==> src/rtl/sou_pkg.sv <==
// Shared definitions for the stall-on-use scoreboard.
// Assumes operation class is a 2-bit code supplied by decode.
package sou_pkg;

    typedef enum logic [1:0] {
        OPC_ALU   = 2'd0,
        OPC_LOAD  = 2'd1,
        OPC_FPVAR = 2'd2,
        OPC_OTHER = 2'd3
    } op_cls_e;

    // True for classes whose result latency is not known at schedule time.
    function automatic logic cls_tracked(input logic [1:0] cls);
        return (cls == OPC_LOAD) || (cls == OPC_FPVAR);
    endfunction

endpackage

==> src/rtl/sou_sb_state.sv <==
// Master pending vector with one producer tag per register.
// Sets come from issue (tracked classes only), clears from completion lanes
// and from tag-matched flushes; a set in the same cycle wins.
// Assumes NREG is a power of two so every RW-bit number is in range.
module sou_sb_state #(
    parameter int NREG = 16,
    parameter int OPS  = 6,
    parameter int CLRS = 2,
    parameter int TAGW = 4,
    parameter int RW   = 4
) (
    input  logic                 clk,
    input  logic                 rst_n,
    input  logic                 iss_vld,
    input  logic [2*OPS-1:0]     iss_cls,
    input  logic [RW*OPS-1:0]    iss_dst,
    input  logic [TAGW-1:0]      iss_tag,
    input  logic [CLRS-1:0]      cmp_vld,
    input  logic [RW*CLRS-1:0]   cmp_reg,
    input  logic                 flush_vld,
    input  logic [TAGW-1:0]      flush_tag,
    output logic [NREG-1:0]      pend_o,
    output logic [NREG*TAGW-1:0] tag_o
);
    import sou_pkg::*;

    logic [NREG-1:0] pend_q;
    logic [NREG-1:0] set_hit;
    logic [NREG-1:0] kill_hit;
    logic [TAGW-1:0] tag_q [NREG];

    // Decode which registers the issuing packet marks pending.
    always_comb begin
        set_hit = '0;
        for (int o = 0; o < OPS; o++) begin
            if (iss_vld && cls_tracked(iss_cls[2*o +: 2])) begin
                set_hit[iss_dst[o*RW +: RW]] = 1'b1;
            end
        end
    end

    // Decode which registers are released by completion or flush.
    always_comb begin
        kill_hit = '0;
        for (int c = 0; c < CLRS; c++) begin
            if (cmp_vld[c]) begin
                kill_hit[cmp_reg[c*RW +: RW]] = 1'b1;
            end
        end
        for (int r = 0; r < NREG; r++) begin
            if (flush_vld && pend_q[r] && (tag_q[r] == flush_tag)) begin
                kill_hit[r] = 1'b1;
            end
        end
    end

    for (genvar r = 0; r < NREG; r++) begin : g_entry
        // Update one pending bit and its tag; set has priority over release.
        always_ff @(posedge clk) begin
            if (!rst_n) begin
                pend_q[r] <= 1'b0;
                tag_q[r]  <= '0;
            end else if (set_hit[r]) begin
                pend_q[r] <= 1'b1;
                tag_q[r]  <= iss_tag;
            end else if (kill_hit[r]) begin
                pend_q[r] <= 1'b0;
            end
        end
        assign tag_o[r*TAGW +: TAGW] = tag_q[r];
    end

    assign pend_o = pend_q;

endmodule

==> src/rtl/sou_sb_mirror.sv <==
// Remote copy of the pending vector, one register stage behind the master.
// Models the wire delay to a distant issue-side replica.
module sou_sb_mirror #(
    parameter int W = 16
) (
    input  logic         clk,
    input  logic         rst_n,
    input  logic [W-1:0] loc_i,
    output logic [W-1:0] rem_o
);
    // Copy the master vector one cycle late.
    always_ff @(posedge clk) begin
        if (!rst_n) rem_o <= '0;
        else        rem_o <= loc_i;
    end
endmodule

==> src/rtl/sou_sb_hazard.sv <==
// Combinational hazard test: any valid source slot naming a pending register.
// Assumes the source numbers index a vector of NREG entries.
module sou_sb_hazard #(
    parameter int NREG  = 16,
    parameter int SLOTS = 18,
    parameter int RW    = 4
) (
    input  logic [NREG-1:0]     rem_i,
    input  logic [SLOTS-1:0]    src_vld_i,
    input  logic [RW*SLOTS-1:0] src_i,
    output logic                hit_o
);
    // OR together the per-slot lookups in the mirrored vector.
    always_comb begin
        hit_o = 1'b0;
        for (int s = 0; s < SLOTS; s++) begin
            if (src_vld_i[s] && rem_i[src_i[s*RW +: RW]]) begin
                hit_o = 1'b1;
            end
        end
    end
endmodule

==> src/rtl/sou_scoreboard.sv <==
// Stall-on-use scoreboard top. Tracks only unpredictable-latency results,
// checks the candidate packet against a one-cycle-late replica and
// registers the hold and reject decisions.
// Assumes the issue stage never places a consumer in the packet right after
// its producer (that slot is not checked).
module sou_scoreboard #(
    parameter int NREG        = 16,
    parameter int OPS         = 6,
    parameter int SRCS        = 3,
    parameter int CLRS        = 2,
    parameter int TAGW        = 4,
    parameter bit FULL_REJECT = 1'b0,
    localparam int RW         = $clog2(NREG),
    localparam int SLOTS      = OPS * SRCS
) (
    input  logic                clk,
    input  logic                rst_n,
    input  logic                iss_vld,
    input  logic [2*OPS-1:0]    iss_cls,
    input  logic [RW*OPS-1:0]   iss_dst,
    input  logic [TAGW-1:0]     iss_tag,
    input  logic [CLRS-1:0]     cmp_vld,
    input  logic [RW*CLRS-1:0]  cmp_reg,
    input  logic                flush_vld,
    input  logic [TAGW-1:0]     flush_tag,
    input  logic [SLOTS-1:0]    chk_src_vld,
    input  logic [RW*SLOTS-1:0] chk_src,
    input  logic                chk_has_load,
    input  logic                lsq_full,
    output logic                hold,
    output logic                reject
);
    logic [NREG-1:0]      pend_loc;
    logic [NREG-1:0]      pend_rem;
    logic [NREG*TAGW-1:0] tag_flat;
    logic                 hz_hit;
    logic                 load_blocked;

    sou_sb_state #(
        .NREG(NREG), .OPS(OPS), .CLRS(CLRS), .TAGW(TAGW), .RW(RW)
    ) u_state (
        .clk       (clk),
        .rst_n     (rst_n),
        .iss_vld   (iss_vld),
        .iss_cls   (iss_cls),
        .iss_dst   (iss_dst),
        .iss_tag   (iss_tag),
        .cmp_vld   (cmp_vld),
        .cmp_reg   (cmp_reg),
        .flush_vld (flush_vld),
        .flush_tag (flush_tag),
        .pend_o    (pend_loc),
        .tag_o     (tag_flat)
    );

    sou_sb_mirror #(.W(NREG)) u_mirror (
        .clk   (clk),
        .rst_n (rst_n),
        .loc_i (pend_loc),
        .rem_o (pend_rem)
    );

    sou_sb_hazard #(.NREG(NREG), .SLOTS(SLOTS), .RW(RW)) u_hazard (
        .rem_i     (pend_rem),
        .src_vld_i (chk_src_vld),
        .src_i     (chk_src),
        .hit_o     (hz_hit)
    );

    assign load_blocked = chk_has_load && lsq_full;

    // Register the issue-side decisions; the full-queue policy is fixed here.
    always_ff @(posedge clk) begin
        if (!rst_n) begin
            hold   <= 1'b0;
            reject <= 1'b0;
        end else begin
            hold   <= hz_hit || (!FULL_REJECT && load_blocked);
            reject <= FULL_REJECT && load_blocked;
        end
    end

endmodule

==> config.mk <==
export PLATFORM = sky130hd
export DESIGN_NAME = sou_scoreboard
export DESIGN_NICKNAME = d
export VERILOG_FILES = /design/src/rtl/sou_pkg.sv /design/src/rtl/sou_sb_state.sv /design/src/rtl/sou_sb_mirror.sv /design/src/rtl/sou_sb_hazard.sv /design/src/rtl/sou_scoreboard.sv
export SDC_FILE = /design/constraint.sdc
export NUM_CORES = 1
export LEC_CHECK = 0
export ABC_AREA = 1
export CAP_MARGIN = 20
export CORE_MARGIN = 2
export CORE_UTILIZATION = 30
export CTS_CLUSTER_DIAMETER = 50
export DETAILED_ROUTE_END_ITERATION = 10
export DONT_BUFFER_PORTS = 1
export PLACE_DENSITY = 0.51
export SETUP_SLACK_MARGIN = 0.05
export SLEW_MARGIN = 15
export SYNTH_ARGS = -nofsm -noshare
export SYNTH_HDL_FRONTEND = slang
export SYNTH_SLANG_ARGS = --single-unit
==> constraint.sdc <==
create_clock -name clk -period 1.6 [get_ports clk]
set_clock_uncertainty 0.15 [all_clocks]
set_input_delay 0.08 -clock clk [delete_from_list [all_inputs] [get_ports clk]]
set_output_delay 0.08 -clock clk [all_outputs]
set_load 0.05 [all_outputs]
---- Word-level counts from Yosys, hierarchy flattened ----
Memory sizes are Yosys's and may differ from the RTL's.
Index checks and enable logic that the tools add are counted.
word-level totals
  latch bits .............................. 0
  input port bits ......................... 150
  memories ................................ 1
  ROM bits ................................ 0
  flip-flop bits (word level) ............. 33
  logic and storage cells ................. 382
  bits in writable memories ............... 64
  output and inout bits ................... 2
memory list
  name           depth  width  rd ports  clocked after memory_dff  wr ports  RTL line            RTL
  u_state.tag_q  16     4      16        0                         16        sou_sb_state.sv:30  logic [TAGW-1:0] tag_q [NREG];
cells by class
  div/mod/pow operators ................... 0
  shifts and indexed selects .............. 0
  bitwise operators ....................... 22
  multiplexer cells ....................... 191
  reduce and logical (&&, ||, !) cells .... 88
  equal/unequal tests ..................... 28
  magnitude comparators ................... 34
  multiply operators ...................... 0
  $add $sub $neg .......................... 0
operator list
  kind                count
  $mux 1              141
  $lt 4x5->1 const B  26
  $mux 16             8
  $or 16x16->16       6
  $bmux 1 s4          18
  $logic_and 1x1->1   65
  $eq 4x4->1          16
  $mux 4              16
  $demux 1 s4         8
  $ge 4x1->1 const B  8
  $reduce_bool 2->1   16
  $or 1x1->1          16
  $eq 2x1->1 const B  6
  $eq 2x2->1 const B  6
  $logic_or 1x1->1    7

---- Logic depth before layout (Yosys ltp) ----
  word-level depth ........................ 22
  depth in mapped cells ................... 14
  depth with buffers taken out ............ 12

---- Cells and area by module ----
Synthesis repeated with hierarchy kept, for this count alone.
unflattened totals
  cells, all modules ...................... 1608
  area total of the unflattened synthesis .. 9474.1 sq um
by module, submodules not included
  module          cells an instance  sequential area each (sq um)  times used  area an instance (sq um)
  sou_sb_state    869                2242.2                        1           5814.3
  sou_sb_hazard   682                0.0                           1           3124.2
  sou_sb_mirror   50                 320.3                         1           484.2
  sou_scoreboard  7                  20.0                          1           51.3

---- Worst setup path before layout ----
OpenSTA, ideal clock, no wires.
  kind .................................... flip-flop to flip-flop
  start ................................... register u_mirror.rem_o[2]
  end ..................................... register hold
  setup slack ............................. 0.047 ns
  stages on the path, launching flop included .. 15
  required time ........................... 1.336 ns
  clock period less this slack ............ 1.553 ns
  setup time .............................. 0.114 ns
  path buffers ............................ 2
  arrival ................................. 1.289 ns
  cells stage by stage .................... dfxtp_1 > clkbuf_2 > inv_1 > buf_4 > nand2_1 > nand3_1 > nand2_1 > a21oi_1 > nand2_1 > nand3_1 > nand2_1 > nor2_1 > nand3_1 > nor2_1 > nor2_1
on the way
  word-level cells in the longest chain between the ends .. 22
  elaborated cells on any way between the ends .. 73
  classes of those cells .................. mux: 54; reduce/logical: 19
ends and longest elaborated chain
  item                          RTL line              RTL
  start, declared               sou_sb_mirror.sv:9    output logic [W-1:0] rem_o
  start signal, assigned        sou_sb_mirror.sv:14   else rem_o <= loc_i;
  $bmux 1 s4                    sou_sb_hazard.sv:17   if (src_vld_i[s] && rem_i[src_i[s*RW +: RW]]) begin
  $mux 1 (not written as such)  sou_sb_hazard.sv:17
  $logic_and 1x1->1             sou_sb_hazard.sv:17
  $mux 1 (17 in series)         sou_sb_hazard.sv:17
  $mux 1 (*)                    sou_sb_hazard.sv:17
  $logic_or 1x1->1 (*)          sou_scoreboard.sv:78  hold <= hz_hit || (!FULL_REJECT && load_blocked);
  end signal, assigned          sou_scoreboard.sv:78
  end, declared                 sou_scoreboard.sv:30  output logic hold,
Every way passes the cells marked *; elsewhere a longest branch is shown, timed or not. The select of a mux whose other input is x is not followed.
A chain may end at the register's enable or synchronous reset.

---- Worst setup path in the final report ----
  start ................................... register u_mirror.rem_o[7]
  end ..................................... register hold
The elaborated chain is that of the path after synthesis.

==> results.toml <==
[drt]
drtAntennaViolNets = 0
vias = 9672
drt_iter0_drc = 750
wl_per_cell_um = 16.7
wl_um = 32100
avgViaCountPerCell = 5.03
firstDrtPassIters = 5
drc = 0

[synth]
synth_fp_nets = 1577
ys_async_sr_fraction = 0
synth-edff-count = 64
synth_area_leaders = "edfxtp_1 (22%), nand2_1 (21%), nand3_1 (9.0%), dfxtp_1 (7.7%), inv_1 (7.3%)"
yosysWarnings = 0
synthFlopType = "edfxtp_1"
synth_seq_area_share = 0.299
synth_top_area_cell = "edfxtp_1"
syn_avg_cell_area_um2 = 6.05
synthCells = 1427
synth.top_cell.area_share = 0.223
syn_area_um2 = 8630
synth-seq-cells = 97
yosysUniqueCellTypes = 41

[sta]
finalHoldViolations = 1
drv_slew = 0
final.setup.worst_slack_ns = -0.120
tightest_slew_ns = 0.638
finalCriticalPeriod_ns = 1.72
setup_tns_ns = -0.120
setup_viol = 1
period_share = 1.08
rsz0062_at_grt = "true"
holdWs_ns = -0.0274
fmax_mhz = 581
slew_headroom = 0.575

[clock_network]
clkLatencyLatePin_ns = 0.36
cts_tree = "built"
clock_path_buffers = 2
cts_buffers = 9
cts.sinks = 97
htree_levels = 3
cts-root-buf = "clkbuf_16"
path_clk_slew_ns = 0.07

[power]
vdd_drop_max_mv = 0.548
power_density_nw_per_um2 = 666
p_leak_nw = 5.35
p_total_mw = 7.14

[grt]
track_usage = 0.209
met1_usage = 0.265
grt_pass1_vias = 9156
met2_usage = 0.364
grt_max_degree = 37
grt_pass1_wl_um = 49600
grt_use_met3 = 0.0410
top_usage_layer = "met2"
grt_overflow_total = 0
antenna_found_initial = 3

[setup_path]
r2r_setup_slack_ns = -0.12
reg2reg_from = "u_mirror.rem_o[7]"
crit_end = "hold"
crit_path_start_kind = "flip-flop"
critical_path_class = "reg -> reg"
worstRegToRegCells = 13
crit_required_ns = 1.69
worst-path-max-fanout = 8
cp.arrival_ns = 1.81
r2r_end = "hold"
cp-end-kind = "flip-flop"
worstSetupStartpoint = "u_mirror.rem_o[7]"

[final_layout]
layout_commonest_cell = "nand2_1"
area_growth_pct = 24.0
layout-drive-gt1-share = 0.135
final_nets = 1681
final_cell_mix = "nand2_1 (472), inv_1 (156), nand3_1 (154), nor2_1 (150), buf_4 (102)"

[floorplan]
start_util = 0.302
ios = 152
dieArea_um2 = 30100
rows = 62
core_um2 = 28500
die_h_um = 174
die_w_um = 174

[placement]
port_buffers = 0
dp.final_hpwl_um = 24000
gp_congestion = 0.924

[hold_path]
hold_start = "chk_src_vld[8]"
hold_path_class = "in -> reg"

[run_status]
violations = "hold timing, setup timing"
outcome = "complete, but fails checks"

[job]
maxCapViolations = 0
==> what timing repair did <==
item | CTS | global route
setup endpoints to repair | 1 | 38
gates resized for setup | 19 | 31
hold buffers | 35 | 3
pin swaps | 6 | 17
buffers inserted | 1 | 1
hold endpoints to repair | 149 | 5
gates cloned | 1 | 2
==> stage by stage <==
| step | cell area [um2] | setup WS (ns) | std cells | utilization |
|---|---|---|---|---|
| finish | 10700 | -0.120 | 1923 | 0.375 |
| global route | 10700 | -0.254 | 1921 | 0.375 |
| CTS | 10600 | -0.134 | 1918 | 0.371 |
| detailed placement | 9850 | -0.253 | 1865 | 0.345 |
| global placement | 9850 | -0.257 | 1865 | 0.345 |
| floorplan | 8640 | 0.0573 | 1427 | - |
==> worst min path at each step <==
stage	end	slack [ns]	depth (start not counted)
after global routing	u_state.pend_o[7]	0.01	3
final	hold	-0.03	6
after detailed placement	u_mirror.rem_o[10]	0.08	2
after CTS	hold	-0.03	6
after floorplan	u_state.pend_o[0]	0.18	3
after global placement	u_mirror.rem_o[13]	0.08	2
==> worst max-delay path: stages, from the launching register on <==
cell	delay, ns
dfxtp_2	0.33
inv_4	0.10
clkbuf_16	0.17
nand2_1	0.05
o211ai_1	0.07
nand2_1	0.08
nand2_1	0.06
nand3_1	0.07
nand3_1	0.09
nand2_1	0.06
nor2_2	0.13
nand2_2	0.08
nor2_2	0.11
nor2_1	0.04
==> registers in the layout (all words and copies together) (netlist names) <==
name            cells
u_state.tag_q      64
hold                1
u_state.pend_o     16
u_mirror.rem_o     16
==> layout make-up <==
class | count | area, um2
Sequential cell | 97 | 2590
Clock buffer | 9 | 225
Clock inverter | 7 | 98.8
Multi-Input combinational cell | 1087 | 5100
Inverter | 179 | 677
Fill cell | 3174 | 17800
Antenna cell | 3 | 7.51
Timing Repair Buffer | 157 | 1530
Tap cell | 384 | 480
==> synthesized netlist by cell type, drive strengths merged (7+ instances only) <==
library cell	instances
clkbuf	18
dfxtp	33
buf	46
o211ai	43
o22ai	13
nand4	18
o221ai	7
a21oi	47
nand2	480
or2	23
nor3	18
o21ai	72
edfxtp	64
clkinv	10
xor2	10
nor2	155
inv	169
a211oi	7
nand3	155
o31ai	12
==> power breakdown <==
group	switching (mW)	total (mW)	internal, mW	leakage, nW
registers	0.0983	2.98	2.88	0.898
clock network	0.983	2.37	1.38	0.157
logic	1.04	1.79	0.754	4.30
==> kinds of logic (layout without fill, tap and decap cells) <==
kind of cell | count (synthesis) | in the layout | share of synthesized area
xor+xnor | 12 | 12 | 0.0122
simple gates | 859 | 859 | 0.418
buf+inv | 243 | 352 | 0.116
flops | 97 | 97 | 0.299
other cells | 1 | 4 | 0.000434
compound gates | 215 | 215 | 0.155
==> layer usage <==
metal / vias up / part of all wire / wire (um)
met1: 4386 / 0.43 / 13700
met2: 338 / 0.48 / 15300
met3: 46 / 0.073 / 2340
met4: 2 / 0.023 / 728
met5: - / 0.00034 / 11
li1: 4900 / - / -
No activity file was read; power rests on OpenSTA's default activity.
